$ cat src/rtl/uart_tx_pkg.sv
package uart_tx_pkg;

  typedef enum logic [2:0] {
    TX_IDLE,
    TX_START,
    TX_DATA,
    TX_PAR,
    TX_STOP
  } tx_state_e;

endpackage

$ cat src/rtl/uart_tx_bitclk.sv
module uart_tx_bitclk #(
  parameter int OVS = 16
) (
  input  logic clk,
  input  logic rst,
  input  logic tick,
  output logic bit_end
);
  localparam int CW = (OVS > 1) ? $clog2(OVS) : 1;
  localparam logic [CW-1:0] LAST = CW'(OVS - 1);

  logic [CW-1:0] cnt;

  always_ff @(posedge clk) begin
    if (rst) begin
      cnt <= '0;
    end else if (tick) begin
      cnt <= (cnt == LAST) ? '0 : cnt + 1'b1;
    end
  end

  assign bit_end = tick && (cnt == LAST);


  tick_hold_chk: assert property (@(posedge clk) disable iff (rst)
    !tick |=> $stable(cnt));

endmodule

$ cat src/rtl/uart_tx_hold.sv
module uart_tx_hold #(
  parameter int DATA_W   = 8,
  parameter int MIN_BITS = 5,
  parameter int LEN_W    = 2
) (
  input  logic              clk,
  input  logic              rst,
  input  logic              wr_en,
  input  logic [DATA_W-1:0] wr_data,
  input  logic [LEN_W-1:0]  char_len,
  input  logic              load,
  output logic [DATA_W-1:0] data_q,
  output logic              empty_q
);
  logic [DATA_W-1:0] mask;

  always_comb begin
    mask = '0;
    for (int i = 0; i < DATA_W; i++) begin
      if (i < MIN_BITS + int'(char_len)) mask[i] = 1'b1;
    end
  end

  always_ff @(posedge clk) begin
    if (rst) begin
      data_q  <= '0;
      empty_q <= 1'b1;
    end else begin
      if (wr_en) data_q <= wr_data & mask;
      if (wr_en) empty_q <= 1'b0;
      else if (load) empty_q <= 1'b1;
    end
  end


  wr_clears_empty_chk: assert property (@(posedge clk) disable iff (rst)
    wr_en |=> !empty_q);


  load_sets_empty_chk: assert property (@(posedge clk) disable iff (rst)
    (load && !wr_en) |=> empty_q);

endmodule

$ cat src/rtl/uart_tx_frame.sv
module uart_tx_frame
  import uart_tx_pkg::*;
#(
  parameter int DATA_W   = 8,
  parameter int MIN_BITS = 5,
  parameter int LEN_W    = 2
) (
  input  logic              clk,
  input  logic              rst,
  input  logic              bit_end,
  input  logic              hold_empty,
  input  logic [DATA_W-1:0] hold_data,
  input  logic [LEN_W-1:0]  char_len,
  input  logic              parity_en,
  input  logic              parity_odd,
  input  logic              two_stop,
  input  logic              cts,
  input  logic              loop_mode,
  output logic              load,
  output logic              line_q,
  output logic              idle
);
  localparam int CNT_W = $clog2(DATA_W);

  tx_state_e         st_q, st_d;
  logic [DATA_W-1:0] sh_q, sh_d;
  logic [CNT_W-1:0]  left_q, left_d;
  logic              par_q, par_d;
  logic              stop_more_q, stop_more_d;
  logic              fpar_q, fpar_d;
  logic              fodd_q, fodd_d;
  logic              fstop2_q, fstop2_d;
  logic              start_ok;
  logic              line_d;

  assign start_ok = !hold_empty && (cts || loop_mode);

  always_comb begin
    st_d        = st_q;
    sh_d        = sh_q;
    left_d      = left_q;
    par_d       = par_q;
    stop_more_d = stop_more_q;
    fpar_d      = fpar_q;
    fodd_d      = fodd_q;
    fstop2_d    = fstop2_q;
    load        = 1'b0;
    if (bit_end) begin
      unique case (st_q)
        TX_IDLE:  load = start_ok;
        TX_START: st_d = TX_DATA;
        TX_DATA: begin
          par_d = par_q ^ sh_q[0];
          sh_d  = sh_q >> 1;
          if (left_q == '0) begin
            st_d        = fpar_q ? TX_PAR : TX_STOP;
            stop_more_d = fstop2_q;
          end else begin
            left_d = left_q - 1'b1;
          end
        end
        TX_PAR: begin
          st_d        = TX_STOP;
          stop_more_d = fstop2_q;
        end
        TX_STOP: begin
          if (stop_more_q) stop_more_d = 1'b0;
          else if (start_ok) load = 1'b1;
          else st_d = TX_IDLE;
        end
        default: st_d = TX_IDLE;
      endcase
    end
    if (load) begin
      st_d        = TX_START;
      sh_d        = hold_data;
      left_d      = CNT_W'(char_len) + CNT_W'(MIN_BITS - 1);
      par_d       = 1'b0;
      stop_more_d = 1'b0;
      fpar_d      = parity_en;
      fodd_d      = parity_odd;
      fstop2_d    = two_stop;
    end
    unique case (st_d)
      TX_START: line_d = 1'b0;
      TX_DATA:  line_d = sh_d[0];
      TX_PAR:   line_d = par_d ^ fodd_d;
      default:  line_d = 1'b1;
    endcase
  end

  always_ff @(posedge clk) begin
    if (rst) begin
      st_q        <= TX_IDLE;
      sh_q        <= '0;
      left_q      <= '0;
      par_q       <= 1'b0;
      stop_more_q <= 1'b0;
      fpar_q      <= 1'b0;
      fodd_q      <= 1'b0;
      fstop2_q    <= 1'b0;
      line_q      <= 1'b1;
    end else begin
      st_q        <= st_d;
      sh_q        <= sh_d;
      left_q      <= left_d;
      par_q       <= par_d;
      stop_more_q <= stop_more_d;
      fpar_q      <= fpar_d;
      fodd_q      <= fodd_d;
      fstop2_q    <= fstop2_d;
      line_q      <= line_d | loop_mode;
    end
  end

  assign idle = (st_q == TX_IDLE);


  state_hold_chk: assert property (@(posedge clk) disable iff (rst)
    !bit_end |=> $stable(st_q));


  frame_runs_chk: assert property (@(posedge clk) disable iff (rst)
    (st_q == TX_DATA && !bit_end) |=> (st_q == TX_DATA));

endmodule

$ cat src/rtl/uart_tx_dbuf.sv
module uart_tx_dbuf #(
  parameter int DATA_W   = 8,
  parameter int MIN_BITS = 5,
  parameter int OVS      = 16
) (
  input  logic              clk,
  input  logic              rst,
  input  logic              baud_tick,
  input  logic              wr_en,
  input  logic [DATA_W-1:0] wr_data,
  input  logic [1:0]        char_len,
  input  logic              parity_en,
  input  logic              parity_odd,
  input  logic              two_stop,
  input  logic              cts,
  input  logic              loop_mode,
  output logic              txd,
  output logic              tbr_empty,
  output logic              tx_done
);
  localparam int LEN_W = 2;

  logic              bit_end;
  logic              load;
  logic [DATA_W-1:0] hold_data;
  logic              frame_idle;
  logic              done_q;

  uart_tx_bitclk #(.OVS(OVS)) u_bitclk (
    .clk     (clk),
    .rst     (rst),
    .tick    (baud_tick),
    .bit_end (bit_end)
  );

  uart_tx_hold #(.DATA_W(DATA_W), .MIN_BITS(MIN_BITS), .LEN_W(LEN_W)) u_hold (
    .clk      (clk),
    .rst      (rst),
    .wr_en    (wr_en),
    .wr_data  (wr_data),
    .char_len (char_len),
    .load     (load),
    .data_q   (hold_data),
    .empty_q  (tbr_empty)
  );

  uart_tx_frame #(.DATA_W(DATA_W), .MIN_BITS(MIN_BITS), .LEN_W(LEN_W)) u_frame (
    .clk        (clk),
    .rst        (rst),
    .bit_end    (bit_end),
    .hold_empty (tbr_empty),
    .hold_data  (hold_data),
    .char_len   (char_len),
    .parity_en  (parity_en),
    .parity_odd (parity_odd),
    .two_stop   (two_stop),
    .cts        (cts),
    .loop_mode  (loop_mode),
    .load       (load),
    .line_q     (txd),
    .idle       (frame_idle)
  );

  always_ff @(posedge clk) begin
    if (rst) done_q <= 1'b1;
    else     done_q <= tbr_empty && frame_idle;
  end

  assign tx_done = done_q;


  cts_idle_mark_chk: assert property (@(posedge clk) disable iff (rst)
    (frame_idle && !cts) |=> txd);


  loop_mark_chk: assert property (@(posedge clk) disable iff (rst)
    loop_mode |=> txd);


  done_idle_chk: assert property (@(posedge clk) disable iff (rst)
    tx_done |-> frame_idle);

endmodule

$ cat config.mk
export PLATFORM = sky130hd
export DESIGN_NAME = uart_tx_dbuf
export DESIGN_NICKNAME = d
export VERILOG_FILES = /design/src/rtl/uart_tx_pkg.sv /design/src/rtl/uart_tx_bitclk.sv /design/src/rtl/uart_tx_hold.sv /design/src/rtl/uart_tx_frame.sv /design/src/rtl/uart_tx_dbuf.sv
export SDC_FILE = /design/constraint.sdc
export NUM_CORES = 1
export LEC_CHECK = 0
export ABC_AREA = 1
export ABC_CLOCK_PERIOD_IN_PS = 1910
export CAP_MARGIN = 0
export CORE_MARGIN = 4
export CORE_UTILIZATION = 54
export CTS_CLUSTER_DIAMETER = 100
export DETAILED_ROUTE_END_ITERATION = 6
export GPL_ROUTABILITY_DRIVEN = 1
export HOLD_SLACK_MARGIN = 0.05
export PLACE_DENSITY_LB_ADDON = 0.05
export SLEW_MARGIN = 20
export SYNTH_ARGS = -nofsm -noshare
export SYNTH_HDL_FRONTEND = slang
export SYNTH_HIERARCHICAL = 1
export SYNTH_SLANG_ARGS = --single-unit
$ cat constraint.sdc
create_clock -name clk -period 1.91 [get_ports clk]
set_input_delay 0.191 -clock clk [delete_from_list [all_inputs] [get_ports clk]]
set_output_delay 0.191 -clock clk [all_outputs]
set_load 0.02 [all_outputs]
Yosys cells after proc, flatten, opt, wreduce, memory -nomap -nowiden:

Cells that the tools add are included.

* logic and storage cells: 91
* bits in registers: 34
* input port bits: 19

* bitwise logic cells: 4
* reduce and logical (&&, ||, !) cells: 15
* $lt $le $gt $ge: 8
* add/subtract/negate cells: 4
* muxes and demuxes: 36
* eq/ne operators: 10

Operators by type and width (number)
* < comparator 4 x 32 -> 1 bit (first input constant): 4
* < comparator 3 x 32 -> 1 bit (first input constant): 2
* < comparator 2 x 32 -> 1 bit (first input constant): 1
* 2-to-1 mux 3 bit: 10
* 2-to-1 mux 8 bit: 3
* 2-to-1 mux 1 bit: 18
* case mux 3 bit (5 select lines): 1
* == test 3 x 2 -> 1 bit (second input constant): 4
* bitwise AND 8 bit: 1
* == test 3 x 1 -> 1 bit (second input constant): 2
* logical NOT 3 bit: 2
* case mux 1 bit (3 select lines): 2
* AND reduction 3 bit: 2
* nonzero test 2 bit: 3
* adder 3 x 2 -> 4 bit (first input constant): 1
* adder 4 x 1 -> 4 bit (second input constant): 1
* == test 4 bit (second input constant): 1
* < comparator 1 x 4 -> 1 bit (first input constant): 1
* 2-to-1 mux 4 bit: 1
* adder 2 x 3 -> 3 bit (second input constant): 1
* == test 3 bit (second input constant): 1
* logical AND 1 bit: 3
* nonzero test 3 bit: 1
* subtractor 3 x 1 -> 3 bit (second input constant): 1
* 9 further kinds: 10

Logic depth before layout (Yosys ltp):

Gate-level depths: netlist of the first run.

* depth after elaboration: 10
* mapped depth: 12

Hierarchy:

The synthesis of the first run kept the hierarchy.

Modules (own cells, without submodules)
* uart_tx_frame: area an instance 1119.8 µm², cells each 167, sequential area each 400.4 µm², instances 1
* uart_tx_hold: area an instance 327.8 µm², cells each 42, sequential area each 180.2 µm², instances 1
* uart_tx_bitclk: area an instance 207.7 µm², cells each 24, sequential area each 80.1 µm², instances 1
* uart_tx_dbuf: area an instance 31.3 µm², cells each 4, sequential area each 20.0 µm², instances 1

Worst setup path before layout of the first run:

OpenSTA, ideal clock, no wires.

* path type: reg2reg
* start point: register u_bitclk.cnt[0]
* end point: register u_frame.line_q
* period minus slack after synthesis: 1703 ps
* data required time: 1793 ps
* data arrival time: 1586 ps
* cell stages (with the launch flop): 12
* setup slack: 207 ps
* library setup time: 117 ps
* path through: dfxtp_1 > ha_1 > nand2_1 > nor2_4 > buf_4 > nand3_2 > nor2_4 > nand2_1 > nand2_1 > nand2_1 > a21oi_1 > nand2_1

* longest elaborated chain between the ends: 7
* elaborated cells between the ends (all ways): 16
* classes of those cells: eq/ne (4); mux (9); bitwise (2); reduce/logical (1)

Ends and longest elaborated chain
* start: declaration: RTL line uart_tx_bitclk.sv:12 `logic [CW-1:0] cnt;`
* start signal: assignment: RTL line uart_tx_bitclk.sv:18 `cnt <= (cnt == LAST) ? '0 : cnt + 1'b1;`
* == test 4 bit *: RTL line uart_tx_bitclk.sv:22 `assign bit_end = tick && (cnt == LAST);`
* logical AND 1 bit *: RTL line uart_tx_bitclk.sv:22
* net bit_end: RTL line uart_tx_dbuf.sv:23 `logic bit_end;`
* 2-to-1 mux 3 bit / 2-to-1 mux 1 bit (equally long branches): RTL line uart_tx_frame.sv:48 `if (bit_end) begin`
* 2-to-1 mux 3 bit / 2-to-1 mux 1 bit (equally long branches): RTL line uart_tx_frame.sv:74 `if (load) begin`
* == test 3 x 2 -> 1 bit (tied with other cells): RTL line uart_tx_frame.sv:84 `unique case (st_d)`
* case mux 1 bit (3 select lines) *: RTL line uart_tx_frame.sv:84
* bitwise OR 1 bit *: RTL line uart_tx_frame.sv:112 `line_q <= line_d | loop_mode;`
* end signal: assignment: RTL line uart_tx_frame.sv:112
* end: declaration: RTL line uart_tx_frame.sv:20 `output logic line_q,`

The timed path passes the listed nets; every way through them passes the cells marked *. The select of a mux whose other input is x is not followed.
A chain may end at the register's enable or synchronous reset.

Worst setup path in the final report of the first run:

* start point: register u_bitclk.cnt[1]
* end point: register u_frame.left_q[1]

* longest elaborated chain between the ends: 5
* elaborated cells between the ends (all ways): 8
* classes of those cells: eq/ne (2); mux (2); reduce/logical (4)

Ends and longest elaborated chain
* == test 4 bit *: RTL line uart_tx_bitclk.sv:22
* logical AND 1 bit *: RTL line uart_tx_bitclk.sv:22
* net bit_end: RTL line uart_tx_dbuf.sv:23
* 2-to-1 mux 1 bit: RTL line uart_tx_frame.sv:48
* inequality test 2 bit (no line) / nonzero test 2 bit (equally long branches)
* AND reduction 3 bit (no line)
* end signal: assignment: RTL line uart_tx_frame.sv:106 `left_q <= left_d;`
* end: declaration: RTL line uart_tx_frame.sv:27 `logic [CNT_W-1:0] left_q, left_d;`

The timed path passes the listed nets; every way through them passes the cells marked *.

==> results of run 1 <==
-- path summary, 6_finish.rpt --
check / cells past startpoint / slack, ps / end
worst max-delay path: 10 / 170 / u_frame/left_q[1]
worst min-delay path: 3 / 420 / u_hold/data_q[6]
worst max register to register: 10 / 170 / u_frame/left_q[1]
worst min register to register: 2 / 460 / u_frame/sh_q[7]
-- routing by layer --
layer	wire, um	part of all wire [%]	global-route usage (%)	up-vias
met2	1430	43	27.1	34
li1	-	-	-	822
met5	0	0	0	-
met1	1670	50	22.8	675
met4	53	1.6	5.12	0
met3	204	6.1	6.50	7
-- power by group through the flow --
stage	Combinational (mW)	Sequential [mW]	Clock (mW)
after floorplan	0.0486	0.754	0
after global placement	0.108	0.754	0
after detailed placement	0.110	0.754	0
after CTS	0.110	0.738	0.708
after global routing	0.121	0.741	0.736
final	0.109	0.738	0.690
-- placed cells by master, fill, tap and decap left out, drive strengths merged --
master         count
a21oi             10
a31oi              6
buf                8
bufinv             2
clkbuf             6
clkdlybuf4s50     21
dfxtp             34
ha                 3
inv               26
mux2i              1
nand2             63
nand3             13
nand4              2
nor2              47
nor3               3
nor3b              1
o211ai             1
o21ai             19
o21bai             1
xnor2              1
xor2               1
-- state kept, by name, summed over array words and instances, names as in the netlist --
name                 flops
tx_done                  1
u_frame/st_q             3
u_hold/data_q            8
u_frame/left_q           3
u_bitclk/cnt             4
u_frame/fpar_q           1
u_frame/stop_more_q      1
u_frame/par_q            1
u_frame/line_q           1
u_frame/sh_q             8
u_hold/empty_q           1
u_frame/fodd_q           1
u_frame/fstop2_q         1
-- logic make-up after synthesis --
kind of cell             count (synthesis)  share of synthesized area [%]
multiplexers                             1                          0.593
AO/OA/AOI/OAI                           37                           12.4
flip-flops                              34                           40.4
XOR/XNOR                                 2                           1.04
adder cells (fa/ha/maj)                  3                           2.23
AND/OR/NAND/NOR                        129                           34.9
buffers and inverters                   31                           8.53
-- critical path, stage by stage (launching register included) --
cell     delay (ps)
dfxtp_1         370
ha_1            200
nand2_1         100
nor2_4          170
inv_2           110
nor2_4          130
nand3_4         140
a21oi_4         180
inv_1           100
nor2_1           90
nor2_1           50
-- cell type report --
cell class | count | area (um2)
clock buffer | 6 | 51.3
timing repair buffer | 29 | 270
inverter | 26 | 97.6
sequential | 34 | 682
fill | 260 | 942
clock inverter | 2 | 60.1
multi-input combinational | 172 | 870
tap | 44 | 55.1
-- metrics by stage --
stage	area, um2	power [mW]	utilization (%)	setup WS [ps]
after detailed placement	1970	0.864	64.9	36.8
after floorplan	1690	0.803	-	207
after global routing	2090	1.60	68.9	28.0
final	2090	1.54	68.9	172
after global placement	1970	0.862	64.9	103
after CTS	2080	1.56	68.6	79.6
-- repair_timing --
item	CTS	global route
resized for setup	0	2
endpoints found under the setup margin	0	3
hold buffers	0	0
==> summary.txt, run 1 <==
Syn Nets -> 259
Worst-path fanout max -> 10
Clock slew at reported path FFs -> 100 ps
Synth area leaders -> dfxtp_1 40%, nand2_1 13%, nor2_1 8.9%
Final setup viols -> 0
Via/cell ratio -> 4.91
Post-synth top area cell -> dfxtp_1
Die H -> 63.9 um
Slew HR -> 76.8%
Sequential cell fraction of total power -> 48.0%
Proportion of power drawn by combinational gates -> 7.1%
Routed via count -> 1538
Final Max Tran Viols -> 0
Syn Area/Cell -> 7.12 um2
Commonest cells post-synth -> 57 x nand2_1, 40 x nor2_1, 34 x dfxtp_1
CTS root buf -> clkbuf_4
CP arrival -> 1970 ps
Post-detailed-route count of antenna-violating nets -> 0
Mapped Area -> 1690 um2
Largest net degree at the start of global routing -> 15
Hold Path Class -> primary input to flip-flop
Cells after DPL -> 305
Clock Tree Buf Depth -> 2
Worst-Margin Slew -> 347 ps
Worst r2r src -> u_bitclk/cnt[1]
Area share of the largest cell type after synthesis -> 40.4%
Core area -> 3030 um2
Layout area overhead -> 23.7%
Global-route wire length before repair -> 5760 um
Drt drc -> 0
Clock share of power -> 44.9%
Final hold viol count -> 0
RSZ-0062 raised after global routing -> no
Leakage -> 0.834 nW
CTS tree -> yes
Initial Util -> 55.7%
Yosys reg bits -> 34
Pwr dens -> 737 nW/um2
Vias in the first global route -> 1371
Mapped Cells -> 237
Rows -> 20
Inserted Diodes -> 0
GRT Util Overall -> 17.6%
Max VDD drop -> 605 uV
Final period util -> 91.0%
I/O pin count -> 22
Sw Share -> 20.0%
CP Launch Point -> u_bitclk/cnt[1]
Critical path class -> flip-flop to flip-flop
Crit end category -> flip-flop
Sink Count -> 34
Routed WL per cell -> 10.7 um
Setup TNS -> 0 ps
FMAX -> 0.575 GHz
Fin nets -> 290
DR pass1 iterations -> 4
Post-CTS Setup Bufs -> 0
Sequential cell area fraction in the yosys report -> 40.4%
Shortest period the worst path allows -> 1740 ps
Grt total ovfl -> 0
Initial antenna violation count -> 0
Hold WS -> 421 ps
Layout cells sized above 1 -> 15.2%
HP Start -> wr_data[6]
IO Port Bufs -> 21
Ys Warns -> 6
Inserted Clock Buffers -> 5
Post-synth EDFFs -> 0
GPL Wtd Cong -> 0.818
Synth async-reset ratio -> 0%
Setup Skew -> 9.61 ps
Worst endpoint required time -> 2140 ps
Post-synthesis cell type count -> 29
Iter 0 DRT Violations -> 76
Main synth FF type -> dfxtp_1
Number of max-cap violations -> 0
Skew-Pair Late Insertion Delay -> 330 ps
Status -> complete, no violations
Routed wire length -> 3360 um
Most common cell in the synthesized netlist -> nand2_1
Max H-tree Level -> 2
P_sw -> 0.308 mW
Die Area -> 4080 um2
DPL Wire Length -> 2570 um
Die X -> 63.9 um
Startpoint Class -> flip-flop
Fin cells -> 313
Pint -> 1.23 mW
No activity file was read; power rests on OpenSTA's default activity.
==> run 2: changes to the inputs <==
--- a/config.mk
+++ b/config.mk
@@ -13,6 +13,7 @@
 export CTS_CLUSTER_DIAMETER = 100
 export DETAILED_ROUTE_END_ITERATION = 6
 export GPL_ROUTABILITY_DRIVEN = 1
+export GPL_TIMING_DRIVEN = 0
 export HOLD_SLACK_MARGIN = 0.05
 export PLACE_DENSITY_LB_ADDON = 0.05
 export SLEW_MARGIN = 20
==> run 2 against run 1 <==
Highest routed layer unchanged. Sequential cell count unchanged. Utilization grew 0.50 points. Total power is 21% lower. First-iteration DRC count rose by 6.6%. Non-clock buffer count up 7. Final cell count rose by 1.9%. Sequential share of layout area is 0.17 points lower.
==> summary.txt, run 2 (synthesis gave the netlist of run 1 again) <==
Post-detailed-route count of antenna-violating nets -> 0 (unchanged)
Commonest non-fill, non-tap cells in the layout -> 57 x nand2_1, 40 x nor2_1, 32 x dfxtp_1
CP arrival -> 2050 ps (+80 ps)
Leakage -> 0.845 nW (+1.3%)
Critical path class -> flip-flop to flip-flop
Initial Util -> 55.7% (unchanged)
Layout area overhead -> 24.6%
Largest net degree at the start of global routing -> 14 (-1)
Hold EP -> u_bitclk/cnt[0]
GRT Util Overall -> 18.5% (+0.90 points)
Crit end category -> flip-flop
Core area -> 3030 um2 (unchanged)
Inserted Clock Buffers -> 5 (unchanged)
Fin area -> 2100 um2 (+0.72%)
Grt total ovfl -> 0 (unchanged)
Die Area -> 4080 um2 (unchanged)
Slew HR -> 64.0% (-13 points)
Sink Count -> 34 (unchanged)
DPL Wire Length -> 2400 um (-6.5%)
IO Port Bufs -> 20 (-4.8%)
DR pass1 iterations -> 4 (unchanged)
Cells after DPL -> 301 (-1.3%)
Initial antenna violation count -> 0 (unchanged)
Fin cells -> 319 (+1.9%)
Worst r2r src -> u_bitclk/cnt[0]
GPL Wtd Cong -> 0.790 (-3.5%)
Clock slew at reported path FFs -> 100 ps (about the same)
WHS Path Cells -> 3 (unchanged)
Startpoint Class -> flip-flop
Final setup viols -> 0 (unchanged)
CTS root buf -> clkbuf_4
Hold WS -> 146 ps (-276 ps)
Final Core Density -> 69.4% (+0.50 points)
Max VDD drop -> 513 uV (-15%)
Number of max-cap violations -> 0 (unchanged)
Hold Path Class -> primary input to flip-flop
Pwr dens -> 577 nW/um2 (-22%)
Largest regs -> u_frame/sh_q x8, u_hold/data_q x8, u_bitclk/cnt x4
Fin nets -> 297 (+2.4%)
Inserted Diodes -> 0 (unchanged)
Die H -> 63.9 um (unchanged)
Placed cell area -> 1940 um2 (-1.2%)
Fillcell total -> 274 (+5.4%)
Routed via count -> 1543 (+0.33%)
Worst-Margin Slew -> 538 ps (+191 ps)
Worst-path fanout max -> 8 (-2)
Total power -> 1.21 mW (-21%)
I/O pin count -> 22 (unchanged)
Worst R2R Path Depth -> 11 (+1)
Vias in the first global route -> 1391 (+1.5%)
R2r setup slk -> 100 ps (-80 ps)
Final hold viol count -> 0 (unchanged)
HP Start -> baud_tick
Routed wire length -> 3430 um (+2.0%)
Register area -> 683 um2 (+0.18%)
Setup Skew -> 9.60 ps (-0.0127 ps)
Multi-input logic area -> 872 um2 (+0.29%)
Via/cell ratio -> 4.84 (-1.6%)
Worst endpoint required time -> 2140 ps (about the same)
Final Max Tran Viols -> 0 (unchanged)
Status -> complete, no violations
Iter 0 DRT Violations -> 81 (+6.6%)
Die X -> 63.9 um (unchanged)
Routed WL per cell -> 10.7 um (about the same)
Clock Tree Buf Depth -> 2 (unchanged)
Commonest non-fill, non-tap cell in the layout -> nand2_1
Drt drc -> 0 (unchanged)
FMAX -> 0.551 GHz (-4.2%)
Shortest period the worst path allows -> 1810 ps (+75.8 ps)
Hold buffers post-CTS -> 0 (unchanged)
Max H-tree Level -> 2 (unchanged)
Layout cells sized above 1 -> 18.2% (+2.9 points)
Worst R2R End -> u_frame/left_q[1]
Rows -> 20 (unchanged)
Global-route wire length before repair -> 5930 um (+2.9%)
CTS tree -> yes
Skew-Pair Late Insertion Delay -> 330 ps (about the same)
Final period util -> 95.0% (+4.0 points)
-- run 2: changes by cell type in the layout (fill, tap and decap cells not counted), moves of 2 or more --
cell,delta
buf_6,+4
bufinv_16,-2
buf_4,+2
clkinv_2,+2
-- run 2: worst max-delay path: stages, from the launching register on --
cell and delay, ps:
dfxtp_2 370, ha_2 210, nand2_1 90, nor2_4 130, buf_6 150, inv_2 70, nor2_4 120, nand3_4 120
a21oi_4 210, inv_1 90, nor2_1 100, nor2_1 50
-- run 2: metal layers --
| layer | global-route usage, % | share of wire, % | vias to the layer above |
|---|---|---|---|
| met4 | 6.20 | 0.93 | 0 |
| met3 | 5.80 | 4.2 | 4 |
| met2 | 31.2 | 46 | 21 |
| li1 | - | - | 837 |
| met1 | 22.0 | 49 | 681 |
| met5 | 0 | 0 | - |
-- run 2: where the power goes --
part | internal (mW) | total, mW | switching, mW
clock network | 0.132 | 0.363 | 0.231
registers | 0.727 | 0.739 | 0.0125
logic | 0.0595 | 0.110 | 0.0505
total | 0.918 | 1.21 | 0.294
-- run 2: metrics by stage --
stage / TNS, ps / setup slack (ps)
2_1_floorplan: 0 / 207
3_3_place_gp: -84.4 / -37.5
3_5_place_dp: -136 / -63.3
4_1_cts: 0 / 23.9
5_1_grt: -76.1 / -34.7
6_report: 0 / 96.2
-- run 2: worst max path at each step --
stage | from | end | slack [ps] | cells after the start
4_1_cts | u_bitclk/cnt[0] | u_frame/left_q[1] | 20 | 11
6_report | u_bitclk/cnt[0] | u_frame/left_q[1] | 100 | 11
3_3_place_gp | u_bitclk/cnt[0] | u_frame/line_q | -40 | 11
5_1_grt | u_bitclk/cnt[0] | u_frame/left_q[0] | -30 | 11
3_5_place_dp | u_bitclk/cnt[0] | u_frame/line_q | -60 | 11
2_1_floorplan | u_bitclk/cnt[0] | u_frame/line_q | 210 | 11
-- run 2: timing repair --
| item | CTS | global route |
|---|---|---|
| pin swaps | 1 | 3 |
| endpoints found under the setup margin | 6 | 10 |
| resized for setup | 2 | 4 |
| buffers inserted | 3 | 8 |
-- run 2: layout make-up --
type	instances	share of cell area (%)
Inverter	26	4.65
Clock inverter	2	0.476
Clock buffer	5	1.79
Tap cell	44	2.62
Buffer	5	2.38
Multi-Input combinational cell	172	41.5
Timing Repair Buffer	31	14.1
Sequential cell	34	32.5
==> run 3: changes to the inputs <==
--- a/config.mk
+++ b/config.mk
@@ -8,13 +8,14 @@
 export ABC_AREA = 1
 export ABC_CLOCK_PERIOD_IN_PS = 1910
 export CAP_MARGIN = 0
-export CORE_MARGIN = 4
+export CORE_MARGIN = 1
 export CORE_UTILIZATION = 54
 export CTS_CLUSTER_DIAMETER = 100
 export DETAILED_ROUTE_END_ITERATION = 6
 export GPL_ROUTABILITY_DRIVEN = 1
 export GPL_TIMING_DRIVEN = 0
 export HOLD_SLACK_MARGIN = 0.05
+export MAX_ROUTING_LAYER = met4
 export PLACE_DENSITY_LB_ADDON = 0.05
 export SLEW_MARGIN = 20
 export SYNTH_ARGS = -nofsm -noshare
==> run 3 against run 2 <==
Setup slack got worse by 17 ps. Wire length increased by 4.3%. Maximum frequency decreased by 0.93%. First-iteration DRC count increased by 15%. Non-clock buffer count decreased by 1. Final area decreased by 1.1%. Total power increased by 1.8%. Utilization increased by 3.5 points. Critical endpoint is now u_frame/line_q.
==> summary.txt, run 3 (synthesis gave the netlist of run 1 again) <==
Global-route wire length before repair -> 5490 um (-7.5%)
GR Layer Usage met2 -> 32.3% (+1.1 points)
Worst R2R Path Depth -> 13 (+2)
HP Start -> baud_tick
Via/cell ratio -> 5.25 (+8.5%)
Skew-Pair Late Insertion Delay -> 330 ps (about the same)
CP arrival -> 2100 ps (+50 ps)
Status -> complete, no violations
Clock slew at reported path FFs -> 90 ps (about the same)
Die H -> 57.9 um (-9.4%)
Die Area -> 3350 um2 (-18%)
Crit-path cells -> ha_2, nand2_1, nor2_4, buf_6, inv_2, nor2_4, nand3_4, buf_4, nand3_1, nand2_1, nand2_1, a21oi_1, nand2_1
RSZ-0062 raised after global routing -> no
DR pass1 iterations -> 4 (unchanged)
IO Port Bufs -> 20 (unchanged)
Pwr dens -> 593 nW/um2 (+2.9%)
CP bufs+invs -> 3 (unchanged)
FMAX -> 0.546 GHz (-0.93%)
Fin area -> 2080 um2 (-1.1%)
Inserted Diodes -> 0 (unchanged)
Worst r2r src -> u_bitclk/cnt[0]
Number of max-cap violations -> 0 (unchanged)
WHS Path Cells -> 3 (unchanged)
Sink Count -> 34 (unchanged)
Die X -> 57.9 um (-9.4%)
Final Max Tran Viols -> 0 (unchanged)
Commonest non-fill, non-tap cells in the layout -> 57 x nand2_1, 40 x nor2_1, 32 x dfxtp_1
Layout cells sized above 1 -> 17.9% (-0.30 points)
Critical Path Max Stage Delay -> 360 ps (about the same)
GRT Util Overall -> 22.5% (+4.0 points)
Hold buffers post-CTS -> 0 (unchanged)
Max VDD drop -> 444 uV (-13%)
DPL Wire Length -> 2360 um (-1.9%)
Fillcell total -> 235 (-14%)
Drt drc -> 0 (unchanged)
Worst endpoint required time -> 2180 ps (+40 ps)
Final period util -> 95.9% (+0.90 points)
Final hold viol count -> 0 (unchanged)
Fin nets -> 297 (unchanged)
Routed via count -> 1600 (+3.7%)
Largest net degree at the start of global routing -> 14 (unchanged)
R2r setup slk -> 80 ps (-20 ps)
Max H-tree Level -> 2 (unchanged)
Routed WL per cell -> 11.7 um (+9.1%)
Top delay family on crit path -> simple AND/OR/NAND/NOR gates
Iter 0 DRT Violations -> 93 (+15%)
CTS root buf -> clkbuf_4
Worst-path fanout max -> 8 (unchanged)
Worst R2R End -> u_frame/line_q
Slew HR -> 64.7% (+0.69 points)
Leakage -> 0.836 nW (-1.1%)
Initial Util -> 59.1% (+3.4 points)
Worst path depth -> 13 (+2)
Slowest library cell on the worst path -> dfxtp_2
Layout area overhead -> 23.2%
Initial antenna violation count -> 0 (unchanged)
Worst setup margin -> 79.1 ps (-17.1 ps)
Worst-Margin Slew -> 528 ps (-10.3 ps)
Critical path class -> flip-flop to flip-flop
Post-Place Worst Slack -> -26.4 ps (+36.9 ps)
Busiest grt layer -> met2
Hold EP -> u_bitclk/cnt[1]
Met1 Resource Use GR -> 28.1% (+6.1 points)
Commonest non-fill, non-tap cell in the layout -> nand2_1
Startpoint Class -> flip-flop
Largest regs -> u_frame/sh_q x8, u_hold/data_q x8, u_bitclk/cnt x4
Final setup viols -> 0 (unchanged)
Grt total ovfl -> 0 (unchanged)
Post-detailed-route count of antenna-violating nets -> 0 (unchanged)
Setup Skew -> 8.66 ps (-0.938 ps)
Placed cell area -> 1930 um2 (-0.84%)
Hold Path Class -> primary input to flip-flop
Crit end category -> flip-flop
Met3 Resource Use GR -> 7.59% (+1.8 points)
CTS tree -> yes
Vias in the first global route -> 1304 (-6.3%)
CP most frequent cell -> nand2_1
Clock Tree Buf Depth -> 2 (unchanged)
Routed wire length -> 3580 um (+4.3%)
Shortest period the worst path allows -> 1830 ps (+17.1 ps)
GPL Wtd Cong -> 0.883 (+12%)
Inserted Clock Buffers -> 5 (unchanged)
Rows -> 19 (-5.0%)
Core area -> 2850 um2 (-5.8%)
I/O pin count -> 22 (unchanged)
## run 3: where the power goes
part | switching (mW) | total, mW | internal [mW]
clock network | 0.218 | 0.384 | 0.166
logic | 0.0501 | 0.111 | 0.0612
registers | 0.0114 | 0.738 | 0.727
## run 3: how the worst max path moves through the flow
stage                         start                end  slack [ps]
floorplan           u_bitclk/cnt[0]     u_frame/line_q         210
global placement    u_bitclk/cnt[0]     u_frame/line_q         -20
detailed placement  u_bitclk/cnt[0]     u_frame/line_q         -30
CTS                 u_bitclk/cnt[0]     u_frame/line_q          40
global route        u_bitclk/cnt[0]  u_frame/left_q[0]           3
finish              u_bitclk/cnt[0]     u_frame/line_q          80
## run 3: layout make-up
| cell class | instances | area (um2) | share of cell area [%] |
|---|---|---|---|
| well taps | 31 | 38.8 | 1.87 |
| flip-flops and latches | 34 | 683 | 32.9 |
| plain buffers | 5 | 50.0 | 2.41 |
| repair buffers | 30 | 275 | 13.2 |
| multi-input cells | 173 | 882 | 42.4 |
| clock buffers | 6 | 51.3 | 2.47 |
| inverters | 26 | 97.6 | 4.70 |
## run 3: worst reg2reg max path, stage by stage, from the launching register on
cell     delay (ps)
dfxtp_2         360
ha_2            190
nand2_1          90
nor2_4          110
buf_6           140
inv_2            80
nor2_4          150
nand3_4         130
buf_4           170
nand3_1          80
nand2_1          80
nand2_1          70
a21oi_1          60
nand2_1          60
## run 3: stage by stage
stage / cells / power, mW / TNS [ps] / util [%] / hold WS, ps
floorplan: 237 / 0.803 / 0 / - / 260
global placement: 288 / 0.860 / -25.2 / 67.5 / 451
detailed placement: 288 / 0.861 / -36.5 / 67.5 / 459
CTS: 296 / 1.25 / 0 / 70.1 / 117
global route: 305 / 1.30 / 0 / 72.9 / 138
finish: 305 / 1.23 / 0 / 72.9 / 135
## run 3: timing repair
| item | in CTS | in global routing |
|---|---|---|
| gates cloned | 0 | 1 |
| setup endpoints to repair | 4 | 6 |
| pin swaps | 1 | 2 |
| setup buffers | 2 | 8 |
| gates resized for setup | 2 | 4 |
## run 3: per-layer routing
layer / vias up / share of wire [%] / wire (um)
met5: - / 0 / 0
met1: 695 / 47 / 1700
met3: 10 / 5.8 / 209
li1: 835 / - / -
met4: 0 / 2.7 / 95
met2: 60 / 44 / 1580
